`config.mk`:
```
export PLATFORM = sky130hd
export DESIGN_NAME = vbs_sad_tree
export DESIGN_NICKNAME = d
export VERILOG_FILES = /design/src/rtl/vbs_sad_pkg.sv /design/src/rtl/sad4_unit.sv /design/src/rtl/sad_merge.sv /design/src/rtl/vbs_sad_tree.sv
export SDC_FILE = /design/constraint.sdc
export NUM_CORES = 2
export LEC_CHECK = 0
export BUFFER_PORTS_ARGS = -buffer_cell sky130_fd_sc_hd__buf_2
export CAP_MARGIN = 10
export CORE_ASPECT_RATIO = 0.7
export CORE_MARGIN = 4
export CORE_UTILIZATION = 40
export CTS_CLUSTER_DIAMETER = 40
export DETAILED_ROUTE_END_ITERATION = 7
export GPL_TIMING_DRIVEN = 0
export HOLD_SLACK_MARGIN = 0.05
export PLACE_DENSITY = 0.59
export REMOVE_ABC_BUFFERS = 1
export SLEW_MARGIN = 20
export SYNTH_ARGS = -nofsm -noshare
export SYNTH_HDL_FRONTEND = slang
export SYNTH_HIERARCHICAL = 1
export SYNTH_SLANG_ARGS = --single-unit
```
`constraint.sdc`:
```
create_clock -name clk -period 12.33 [get_ports clk]
set_input_delay 0 -clock clk [delete_from_list [all_inputs] [get_ports clk]]
set_output_delay 0 -clock clk [all_outputs]
set_load 0.01 [all_outputs]
```
`src/rtl/vbs_sad_pkg.sv`:
```
package vbs_sad_pkg;
    localparam int PIX_W    = 8;
    localparam int LANES    = 4;
    localparam int UNIT_PIX = 4;
    localparam int SUB_W    = 12;
    localparam int PAIR_W   = SUB_W + 1;
    localparam int FULL_W   = SUB_W + 2;
    localparam int OUT_W    = 16;
    localparam int IDX_W    = 4;

    typedef enum logic [2:0] {
        SH_16X16 = 3'd0,
        SH_16X8  = 3'd1,
        SH_8X16  = 3'd2,
        SH_8X8   = 3'd3,
        SH_8X4   = 3'd4,
        SH_4X8   = 3'd5,
        SH_4X4   = 3'd6,
        SH_4X4B  = 3'd7
    } shape_e;
endpackage

```
`src/rtl/sad4_unit.sv`:
```
module sad4_unit
    import vbs_sad_pkg::*;
#(
    parameter int PW = PIX_W,
    parameter int NP = UNIT_PIX,
    parameter int AW = SUB_W
) (
    input  logic             clk,
    input  logic             rst_n,
    input  logic             row_valid,
    input  logic             row_first,
    input  logic             row_last,
    input  logic [NP*PW-1:0] cur_px,
    input  logic [NP*PW-1:0] ref_px,
    output logic [AW-1:0]    sad,
    output logic             done
);
    localparam int RS_W = PW + $clog2(NP);

    typedef struct packed {
        logic [AW-1:0] acc;
        logic          done;
    } unit_st_t;

    unit_st_t st_d, st_q;
    logic [RS_W-1:0] row_sum;

    always_comb begin
        row_sum = '0;
        for (int k = 0; k < NP; k++) begin
            logic [PW-1:0] a, b;
            a = cur_px[k*PW +: PW];
            b = ref_px[k*PW +: PW];
            row_sum = row_sum + RS_W'((a > b) ? (a - b) : (b - a));
        end
        st_d      = st_q;
        st_d.done = 1'b0;
        if (row_valid) begin
            st_d.acc  = (row_first ? '0 : st_q.acc) + AW'(row_sum);
            st_d.done = row_last;
        end
    end

    always_ff @(posedge clk) begin
        if (!rst_n) st_q <= '0;
        else        st_q <= st_d;
    end

    assign sad  = st_q.acc;
    assign done = st_q.done;

    // a completed 4x4 sum never exceeds sixteen maximal differences
    p_sad_bound_r1: assert property (@(posedge clk) disable iff (!rst_n)
        done |-> (sad <= AW'(NP * NP * ((1 << PW) - 1))));
endmodule

```
`src/rtl/sad_merge.sv`:
```
module sad_merge
    import vbs_sad_pkg::*;
#(
    parameter int NL = LANES,
    parameter int SW = SUB_W,
    parameter int PW2 = PAIR_W,
    parameter int FW = FULL_W,
    parameter int OW = OUT_W,
    parameter int IW = IDX_W
) (
    input  logic             clk,
    input  logic             rst_n,
    input  logic             blk_done,
    input  logic [1:0]       blk_stage,
    input  shape_e           blk_shape,
    input  logic [NL*SW-1:0] unit_sad,
    output logic [NL-1:0]    res_valid,
    output logic [NL*OW-1:0] res_sad,
    output logic [NL*IW-1:0] res_idx
);
    typedef struct packed {
        logic [NL-1:0][PW2-1:0] colpair;
        logic [NL-1:0][FW-1:0]  colfull;
        logic [NL-1:0]          ov;
        logic [NL-1:0][OW-1:0]  osad;
        logic [NL-1:0][IW-1:0]  oidx;
    } mrg_st_t;

    mrg_st_t st_d, st_q;
    logic [NL-1:0][SW-1:0]  u;
    logic [NL-1:0][PW2-1:0] pair_n;
    logic [NL-1:0][FW-1:0]  full_n;

    always_comb begin
        for (int c = 0; c < NL; c++) begin
            u[c]      = unit_sad[c*SW +: SW];
            pair_n[c] = (blk_stage[0] ? st_q.colpair[c] : '0) + PW2'(u[c]);
            full_n[c] = ((blk_stage != 2'd0) ? st_q.colfull[c] : '0) + FW'(u[c]);
        end
        st_d    = st_q;
        st_d.ov = '0;
        if (blk_done) begin
            st_d.colpair = pair_n;
            st_d.colfull = full_n;
            unique case (blk_shape)
                SH_4X4, SH_4X4B: begin
                    for (int c = 0; c < NL; c++) begin
                        st_d.ov[c]   = 1'b1;
                        st_d.osad[c] = OW'(u[c]);
                        st_d.oidx[c] = {blk_stage, 2'(c)};
                    end
                end
                SH_8X4: begin
                    for (int l = 0; l < 2; l++) begin
                        st_d.ov[l]   = 1'b1;
                        st_d.osad[l] = OW'(u[2*l]) + OW'(u[2*l+1]);
                        st_d.oidx[l] = {1'b0, blk_stage, 1'(l)};
                    end
                end
                SH_4X8: begin
                    if (blk_stage[0]) begin
                        for (int c = 0; c < NL; c++) begin
                            st_d.ov[c]   = 1'b1;
                            st_d.osad[c] = OW'(pair_n[c]);
                            st_d.oidx[c] = {1'b0, blk_stage[1], 2'(c)};
                        end
                    end
                end
                SH_8X8: begin
                    if (blk_stage[0]) begin
                        for (int l = 0; l < 2; l++) begin
                            st_d.ov[l]   = 1'b1;
                            st_d.osad[l] = OW'(pair_n[2*l]) + OW'(pair_n[2*l+1]);
                            st_d.oidx[l] = {2'b00, blk_stage[1], 1'(l)};
                        end
                    end
                end
                SH_16X8: begin
                    if (blk_stage[0]) begin
                        st_d.ov[0]   = 1'b1;
                        st_d.osad[0] = OW'(pair_n[0]) + OW'(pair_n[1])
                                     + OW'(pair_n[2]) + OW'(pair_n[3]);
                        st_d.oidx[0] = {3'b000, blk_stage[1]};
                    end
                end
                SH_8X16: begin
                    if (blk_stage == 2'd3) begin
                        for (int l = 0; l < 2; l++) begin
                            st_d.ov[l]   = 1'b1;
                            st_d.osad[l] = OW'(full_n[2*l]) + OW'(full_n[2*l+1]);
                            st_d.oidx[l] = IW'(l);
                        end
                    end
                end
                default: begin
                    if (blk_stage == 2'd3) begin
                        st_d.ov[0]   = 1'b1;
                        st_d.osad[0] = OW'(full_n[0]) + OW'(full_n[1])
                                     + OW'(full_n[2]) + OW'(full_n[3]);
                        st_d.oidx[0] = '0;
                    end
                end
            endcase
        end
    end

    always_ff @(posedge clk) begin
        if (!rst_n) st_q <= '0;
        else        st_q <= st_d;
    end

    assign res_valid = st_q.ov;
    assign res_sad   = st_q.osad;
    assign res_idx   = st_q.oidx;

    // lanes fill from lane 0 upward without holes
    p_lane_fill_r5: assert property (@(posedge clk) disable iff (!rst_n)
        res_valid[1] |-> res_valid[0]);
    p_lane_fill_hi_r5: assert property (@(posedge clk) disable iff (!rst_n)
        res_valid[3] |-> (res_valid[2] && res_valid[1]));
    // neighbouring lanes carry consecutive indices
    p_lane_order_r5: assert property (@(posedge clk) disable iff (!rst_n)
        res_valid[1] |-> (res_idx[2*IW-1:IW] == res_idx[IW-1:0] + IW'(1)));
    // results only follow a completed stage
    p_out_after_done_r6: assert property (@(posedge clk) disable iff (!rst_n)
        (res_valid != '0) |-> $past(blk_done));
endmodule

```
`src/rtl/vbs_sad_tree.sv`:
```
module vbs_sad_tree
    import vbs_sad_pkg::*;
#(
    parameter int PW = PIX_W,
    parameter int NL = LANES,
    parameter int OW = OUT_W,
    parameter int IW = IDX_W
) (
    input  logic               clk,
    input  logic               rst_n,
    input  logic               in_valid,
    input  logic               in_start,
    input  logic [2:0]         in_shape,
    input  logic [16*PW-1:0]   cur_row,
    input  logic [16*PW-1:0]   ref_row,
    output logic [NL-1:0]      out_valid,
    output logic [NL*OW-1:0]   out_sad,
    output logic [NL*IW-1:0]   out_idx
);
    localparam int NP     = 16 / NL;
    localparam int ROWS   = 16;
    localparam int ROW_W  = $clog2(ROWS);

    typedef struct packed {
        logic [ROW_W-1:0] row;
        shape_e           shape;
        logic [1:0]       dstage;
        shape_e           dshape;
    } top_st_t;

    top_st_t st_d, st_q;
    logic [ROW_W-1:0] row_eff;
    shape_e           shape_eff;
    logic [NL-1:0]    unit_done;
    logic [NL*SUB_W-1:0] unit_sad;
    logic             all_done;

    always_comb begin
        row_eff   = in_start ? '0 : st_q.row;
        shape_eff = in_start ? shape_e'(in_shape) : st_q.shape;
        st_d      = st_q;
        if (in_valid) begin
            st_d.row   = row_eff + ROW_W'(1);
            st_d.shape = shape_eff;
            if (row_eff[1:0] == 2'd3) begin
                st_d.dstage = row_eff[3:2];
                st_d.dshape = shape_eff;
            end
        end
    end

    always_ff @(posedge clk) begin
        if (!rst_n) st_q <= '{row: '0, shape: SH_16X16, dstage: 2'd0, dshape: SH_16X16};
        else        st_q <= st_d;
    end

    for (genvar g = 0; g < NL; g++) begin : g_unit
        sad4_unit #(.PW(PW), .NP(NP), .AW(SUB_W)) u_unit (
            .clk       (clk),
            .rst_n     (rst_n),
            .row_valid (in_valid),
            .row_first (row_eff[1:0] == 2'd0),
            .row_last  (row_eff[1:0] == 2'd3),
            .cur_px    (cur_row[g*NP*PW +: NP*PW]),
            .ref_px    (ref_row[g*NP*PW +: NP*PW]),
            .sad       (unit_sad[g*SUB_W +: SUB_W]),
            .done      (unit_done[g])
        );
    end

    assign all_done = &unit_done;

    sad_merge #(.NL(NL), .SW(SUB_W), .PW2(PAIR_W), .FW(FULL_W), .OW(OW), .IW(IW)) u_merge (
        .clk       (clk),
        .rst_n     (rst_n),
        .blk_done  (all_done),
        .blk_stage (st_q.dstage),
        .blk_shape (st_q.dshape),
        .unit_sad  (unit_sad),
        .res_valid (out_valid),
        .res_sad   (out_sad),
        .res_idx   (out_idx)
    );

    // a stage needs four rows, so completions never come back to back
    p_done_spacing_r4: assert property (@(posedge clk) disable iff (!rst_n)
        all_done |=> !all_done);
    // an idle input cycle leaves the row position unchanged
    p_idle_hold_r8: assert property (@(posedge clk) disable iff (!rst_n)
        !in_valid |=> $stable(st_q.row));
    // units finish together
    p_units_agree_r2: assert property (@(posedge clk) disable iff (!rst_n)
        (unit_done == '0) || (unit_done == '1));
endmodule

```
; ---- After elaboration in Yosys (flattened, before gate mapping)
; Index checks and enable logic that the tools add are counted.
[word_totals]
ff_bits = 253
inputBits = 263
elab_cells = 187
[op_classes]
addsub = 67
magnitude_cmp = 16
n_eq_ne = 13
n_mux = 52
n_reduce_logical = 13
[ops]
columns = cell, count
row1 = 8-bit by 8-bit subtractor with 9-bit output, 32
row2 = 10-bit two-way mux, 16
row3 = 8-bit greater-than comparator, 16
row4 = 10-bit adder, 12
row5 = 16-bit case mux with 6 select lines, 1
row6 = 84-bit two-way mux, 1
row7 = 16-bit case mux with 5 select lines, 1
row8 = 32-bit two-way mux, 2
row9 = 32-bit case mux with 2 select lines, 1
row10 = 14-bit by 12-bit adder with 14-bit output, 4
row11 = 14-bit two-way mux, 4
row12 = 13-bit by 12-bit adder with 13-bit output, 4
row13 = 13-bit two-way mux, 4
row14 = 12-bit by 10-bit adder with 12-bit output, 4
row15 = 12-bit two-way mux, 4
row16 = 16-bit by 13-bit adder with 16-bit output, 2
row17 = 16-bit by 14-bit adder with 16-bit output, 2
row18 = 16-bit two-way mux, 2
row19 = 14-bit by 14-bit adder with 15-bit output, 2
row20 = 13-bit by 13-bit adder with 14-bit output, 2
row21 = 12-bit by 12-bit adder with 13-bit output, 2
row22 = 4-bit case mux with 6 select lines, 1
row23 = 4-bit case mux with 5 select lines, 1
row24 = 8-bit two-way mux, 2
row25 = other kinds (25), 39

; ---- Logic depth before layout (Yosys ltp)
[depth]
depth_word = 8
depth_mapped = 32
depth_no_buf = 30

; ---- Hierarchy
; Netlist, hierarchy kept.
[modules_own_cells]
columns = module, n_inst, cells_per_inst, area_per_inst_um2, seq_area_each_um2
row1 = sad_merge, 1, 2346, 18412.7, 3583.4
row2 = sad4_unit at g_unit[2].u_unit, 1, 588, 4667.0, 260.2
row3 = sad4_unit at g_unit[3].u_unit, 1, 593, 4642.0, 260.2
row4 = sad4_unit at g_unit[1].u_unit, 1, 578, 4598.2, 260.2
row5 = sad4_unit at g_unit[0].u_unit, 1, 560, 4498.1, 260.2
row6 = vbs_sad_tree, 1, 64, 579.3, 240.2

; ---- Worst setup path after synthesis
; OpenSTA, ideal clock, no wires.
[synth_path]
path_kind = register to register
startpoint = register, netlist name st_q[3]
endpoint = register u_merge.st_q (netlist bit u_merge/res_sad[13])
arrival_time_ns = 6.034
setup_slack_ns = 6.169
stages_incl_launch_ff = 29
n_path_buf = 3
period_less_slack_ns = 6.161
cell_sequence = dfxtp_1 clkbuf_1 or2_2 clkbuf_1 clkbuf_1 and2_1 ha_1 a21o_1 a21oi_1 o21bai_1 a2111oi_0 nor2_1 nor2_1 nor2_1 ha_1 inv_1 o21bai_1 xnor2_1 fa_1 inv_1 ha_1 or4_1 o22ai_1 o21ai_0 a21oi_1 nor4b_1 a41o_1 nor4_1 a21oi_1
[synth_rtl]
columns = element, line_no
row1 = end signal: assignment, sad_merge.sv:109  ; else st_q <= st_d;
row2 = end: declaration, sad_merge.sv:29  ; mrg_st_t st_d, st_q;

==> results.json <==
{
  "startpoint_type": "register",
  "max_slew.worst_pin.slew_ns": 1.127,
  "p_sw_mw": 3.931,
  "drt_iter0_drc": 2421,
  "design.final.nets": 5863,
  "die_y_um": 263.8,
  "wl_per_cell_um": 17.75,
  "ant_nets": 0,
  "die_area_um2": 98530,
  "ff2ff_path_depth": 27,
  "drive_gt1_frac": 0.1105,
  "area_growth_syn_to_layout_pct": 10.29,
  "reg2reg_slack_ns": 4.36,
  "synth_cells": 4729,
  "cp_max_fo": 67,
  "globalRouteOverflowTotal": 0,
  "outcome": "finished clean",
  "hp-class": "input port to register",
  "p_int_mw": 4.133,
  "clkPwrFrac": 0.149,
  "vias_per_cell": 5.412,
  "worstReg2RegStart": "st_q[3]",
  "synthDistinctLibCells": 115,
  "antenna_found_initial": 5,
  "seq_power_share": 0.123,
  "max_cap_violations": 0,
  "fillers": 9389,
  "r2r_end": "u_merge/res_sad[13]",
  "h-tree-depth": 2,
  "critPathKind": "register to register",
  "numCtsBuffers": 44,
  "skew_ns": 0.02009,
  "peakVddDrop_v": 0.0001424,
  "synth_edf_count": 0,
  "finalNonFillerCells": 6188,
  "fin_crit_ns": 7.973,
  "drv_slew": 0,
  "leakagePower_nw": 20.30,
  "core_um2": 92390,
  "cts_sinks": 243,
  "rsz0062_at_grt": "no",
  "synth-seq-area-share": 0.1301,
  "port_buffers": 338,
  "finalHoldViolCount": 0,
  "grt_pass1_wl_um": 174900,
  "post-dp-hpwl_um": 89220,
  "grt_use_total": 0.2159,
  "min_from": "ref_row[88]",
  "clockBufferDepth": 3,
  "end_kind": "register",
  "max_freq_ghz": 0.1254,
  "maxSlewHeadroom": 0.2458,
  "die_w_um": 373.5,
  "setup_violations": 0,
  "clk_pin_slew_worst_paths_ns": 0.06,
  "worstSkewPairLatency_ns": 0.56,
  "async_reset_ff_frac": 0,
  "start_util": 0.4048,
  "ctsResizeCount": 0,
  "grt_pass1_vias": 32270,
  "fin_crit_sh": 0.6467,
  "switching_share": 0.4875,
  "finalSetupTns_ns": 0,
  "combPwrFrac": 0.728,
  "synth-seq-cells": 243,
  "grt_max_degree": 89,
  "min_path_cells": 7,
  "power_density_nw_per_um2": 195.5,
  "synth.yosys.warnings": 6,
  "crit_arrival_ns": 8.39,
  "placed_cells": 6090,
  "required_ns": 12.75,
  "ios": 347,
  "row_count": 93,
  "syn_avg_cell_area_um2": 7.908,
  "cts_tree": "done",
  "gp_congestion": 0.8916,
  "syn-cell-area_um2": 37400,
  "route.detailed.drc": 0,
  "routed_wl_um": 109800,
  "holdPathEnd": "g_unit[2].u_unit/sad[0]",
  "drt-pass1-iter-count": 6,
  "multi_input_area_um2": 28870,
  "synth-main-ff-cell": "dfxtp_1",
  "num_vias": 33490,
  "root_buffer": "clkbuf_16",
  "seq_area_um2": 4868
}
Yosys cell counts (all sizes together) (20+ instances only):
library cell / instances / area [um^2]
inv: 636 / 2387
ha: 535 / 6694
nor2: 357 / 1343
a21oi: 342 / 1749
dfxtp: 243 / 4865
nand2: 234 / 880.9
o21ai: 214 / 1097
xnor2: 212 / 1857
mux2i: 174 / 1745
fa: 151 / 3023
a21o: 130 / 978.4
buf: 125 / 920.9
nor2b: 116 / 733.2
and2: 110 / 689.4
xor2: 108 / 945.9
clkbuf: 107 / 407.9
nand3: 94 / 470.5
nor3: 73 / 365.4
o21bai: 64 / 480.5
a211oi: 56 / 455.4
o21a: 50 / 375.4
nand2b: 42 / 262.8
a31oi: 38 / 274.0
nand4: 35 / 219.0
or3: 33 / 206.5
o211ai: 29 / 217.7
o22ai: 27 / 188.9
mux2: 22 / 251.5
o31ai: 21 / 203.9
or2: 21 / 131.4
and3: 20 / 125.1
nand3b: 20 / 150.1
through the flow:
step                      hold slack [ns]  setup WS [ns]  power, mW  area (um^2)  utilization
after floorplan                    0.1176          5.531      5.539        36090            -
after global placement             0.3008         0.2757      6.769        39330       0.4257
after detailed placement           0.3078          4.422      6.820        39650       0.4291
after CTS                          0.3181          4.360      8.089        41230       0.4463
after global routing               0.3680          3.755      8.958        41240       0.4464
final                              0.3163          4.357      8.064        41240       0.4464
state kept, by name, summed over array words and instances (netlist names):
| register | cells |
|---|---|
| u_merge/res_sad | 57 |
| u_merge/res_valid | 3 |
| u_merge/res_idx | 11 |
| g_unit.u_unit/done | 4 |
| st_q | 12 |
| u_merge/st_q | 108 |
| g_unit.u_unit/sad | 48 |
how the worst max path moves through the flow:
stage | start | end | slack (ns) | depth (start not counted)
after global placement | g_unit[2].u_unit/done | u_merge/res_sad[41] | 0.28 | 5
after CTS | st_q[3] | u_merge/res_sad[13] | 4.36 | 27
final | st_q[3] | u_merge/res_sad[13] | 4.36 | 27
after floorplan | st_q[3] | u_merge/res_sad[13] | 5.53 | 27
after detailed placement | st_q[3] | u_merge/res_sad[13] | 4.42 | 27
after global routing | st_q[3] | u_merge/res_sad[13] | 3.76 | 27
layer usage:
metal  vias to the layer above  track usage  part of all wire  wire (um)
li1                      16690            -                 -          -
met1                     15750       0.3111              0.48      53000
met2                       908       0.3378              0.43      46760
met3                       137      0.03187             0.067       7349
met4                         2      0.05352             0.025       2719
met5                         -            0          0.000064          7
logic make-up (layout without fill, tap and decap cells):
logic type                 Yosys count  after routing  synth area share
DFF                                243            243            0.1301
muxes                              196            196           0.05340
and+or+nand+nor                   1205           1205            0.1598
other                                1             13         0.0001003
xor gates and xnor gates           322            322           0.07618
adders and majority gates          686            686            0.2598
AOI/OAI and AO/OA                 1207           1207            0.2212
buffers and inverters              869           1081           0.09947
critical path: stages, from the launching register on:
cell and delay [ns]:
dfxtp_4 0.86, or2_2 0.66, and2_1 0.22, ha_1 0.19, inv_1 0.07, fa_1 0.43, nor2b_1 0.12, o21ai_0 0.12
a21boi_0 0.28, o21ai_0 0.16, a21boi_0 0.27, nor2_1 0.13, ha_1 0.25, or3_1 0.39, o211ai_1 0.33, o21bai_1 0.12
xnor2_1 0.29, fa_1 0.59, inv_1 0.04, ha_1 0.19, or4_1 0.52, o22ai_1 0.23, o21ai_0 0.18, a21oi_1 0.38
nor4b_1 0.11, a41o_1 0.24, nor4_1 0.33, a21oi_1 0.10
final cells by class:
type / count / share of cell area
Clock inverter: 28 / 0.005825
Inverter: 637 / 0.05815
Multi-Input combinational cell: 3624 / 0.6999
Antenna cell: 5 / 0.0003034
Timing Repair Buffer: 364 / 0.05084
Clock buffer: 52 / 0.02943
Sequential cell: 243 / 0.1180
Tap cell: 1235 / 0.03747
power by group through the flow:
stage	Combinational (mW)	Sequential (mW)	Clock [mW]
finish	5.87	0.991	1.20
global route	6.70	0.998	1.26
CTS	5.87	0.990	1.23
detailed placement	5.82	1.01	0
global placement	5.76	1.01	0
floorplan	4.62	0.921	0
layout by cell type (no fill, tap or decap), types with 73 or more instances in the layout:
cell,synthesis,layout
a21o_1,128,128
a21oi_1,336,336
and2_1,109,109
buf_2,15,336
dfxtp_1,243,242
fa_1,151,151
ha_1,535,534
inv_1,635,633
mux2i_1,173,173
nand2_1,233,233
nand3_1,94,94
nor2_1,356,349
nor2b_1,115,115
nor3_1,73,73
o21ai_0,203,203
xnor2_1,212,212
xor2_1,108,108
what timing repair did:
item / 4_1_cts / 5_1_grt
hold buffers: 13 / 0
hold endpoints to repair: 60 / 0
setup buffers: 0 / 0
endpoints found under the setup margin: 0 / 0
Power figures use the tool's default switching activity.
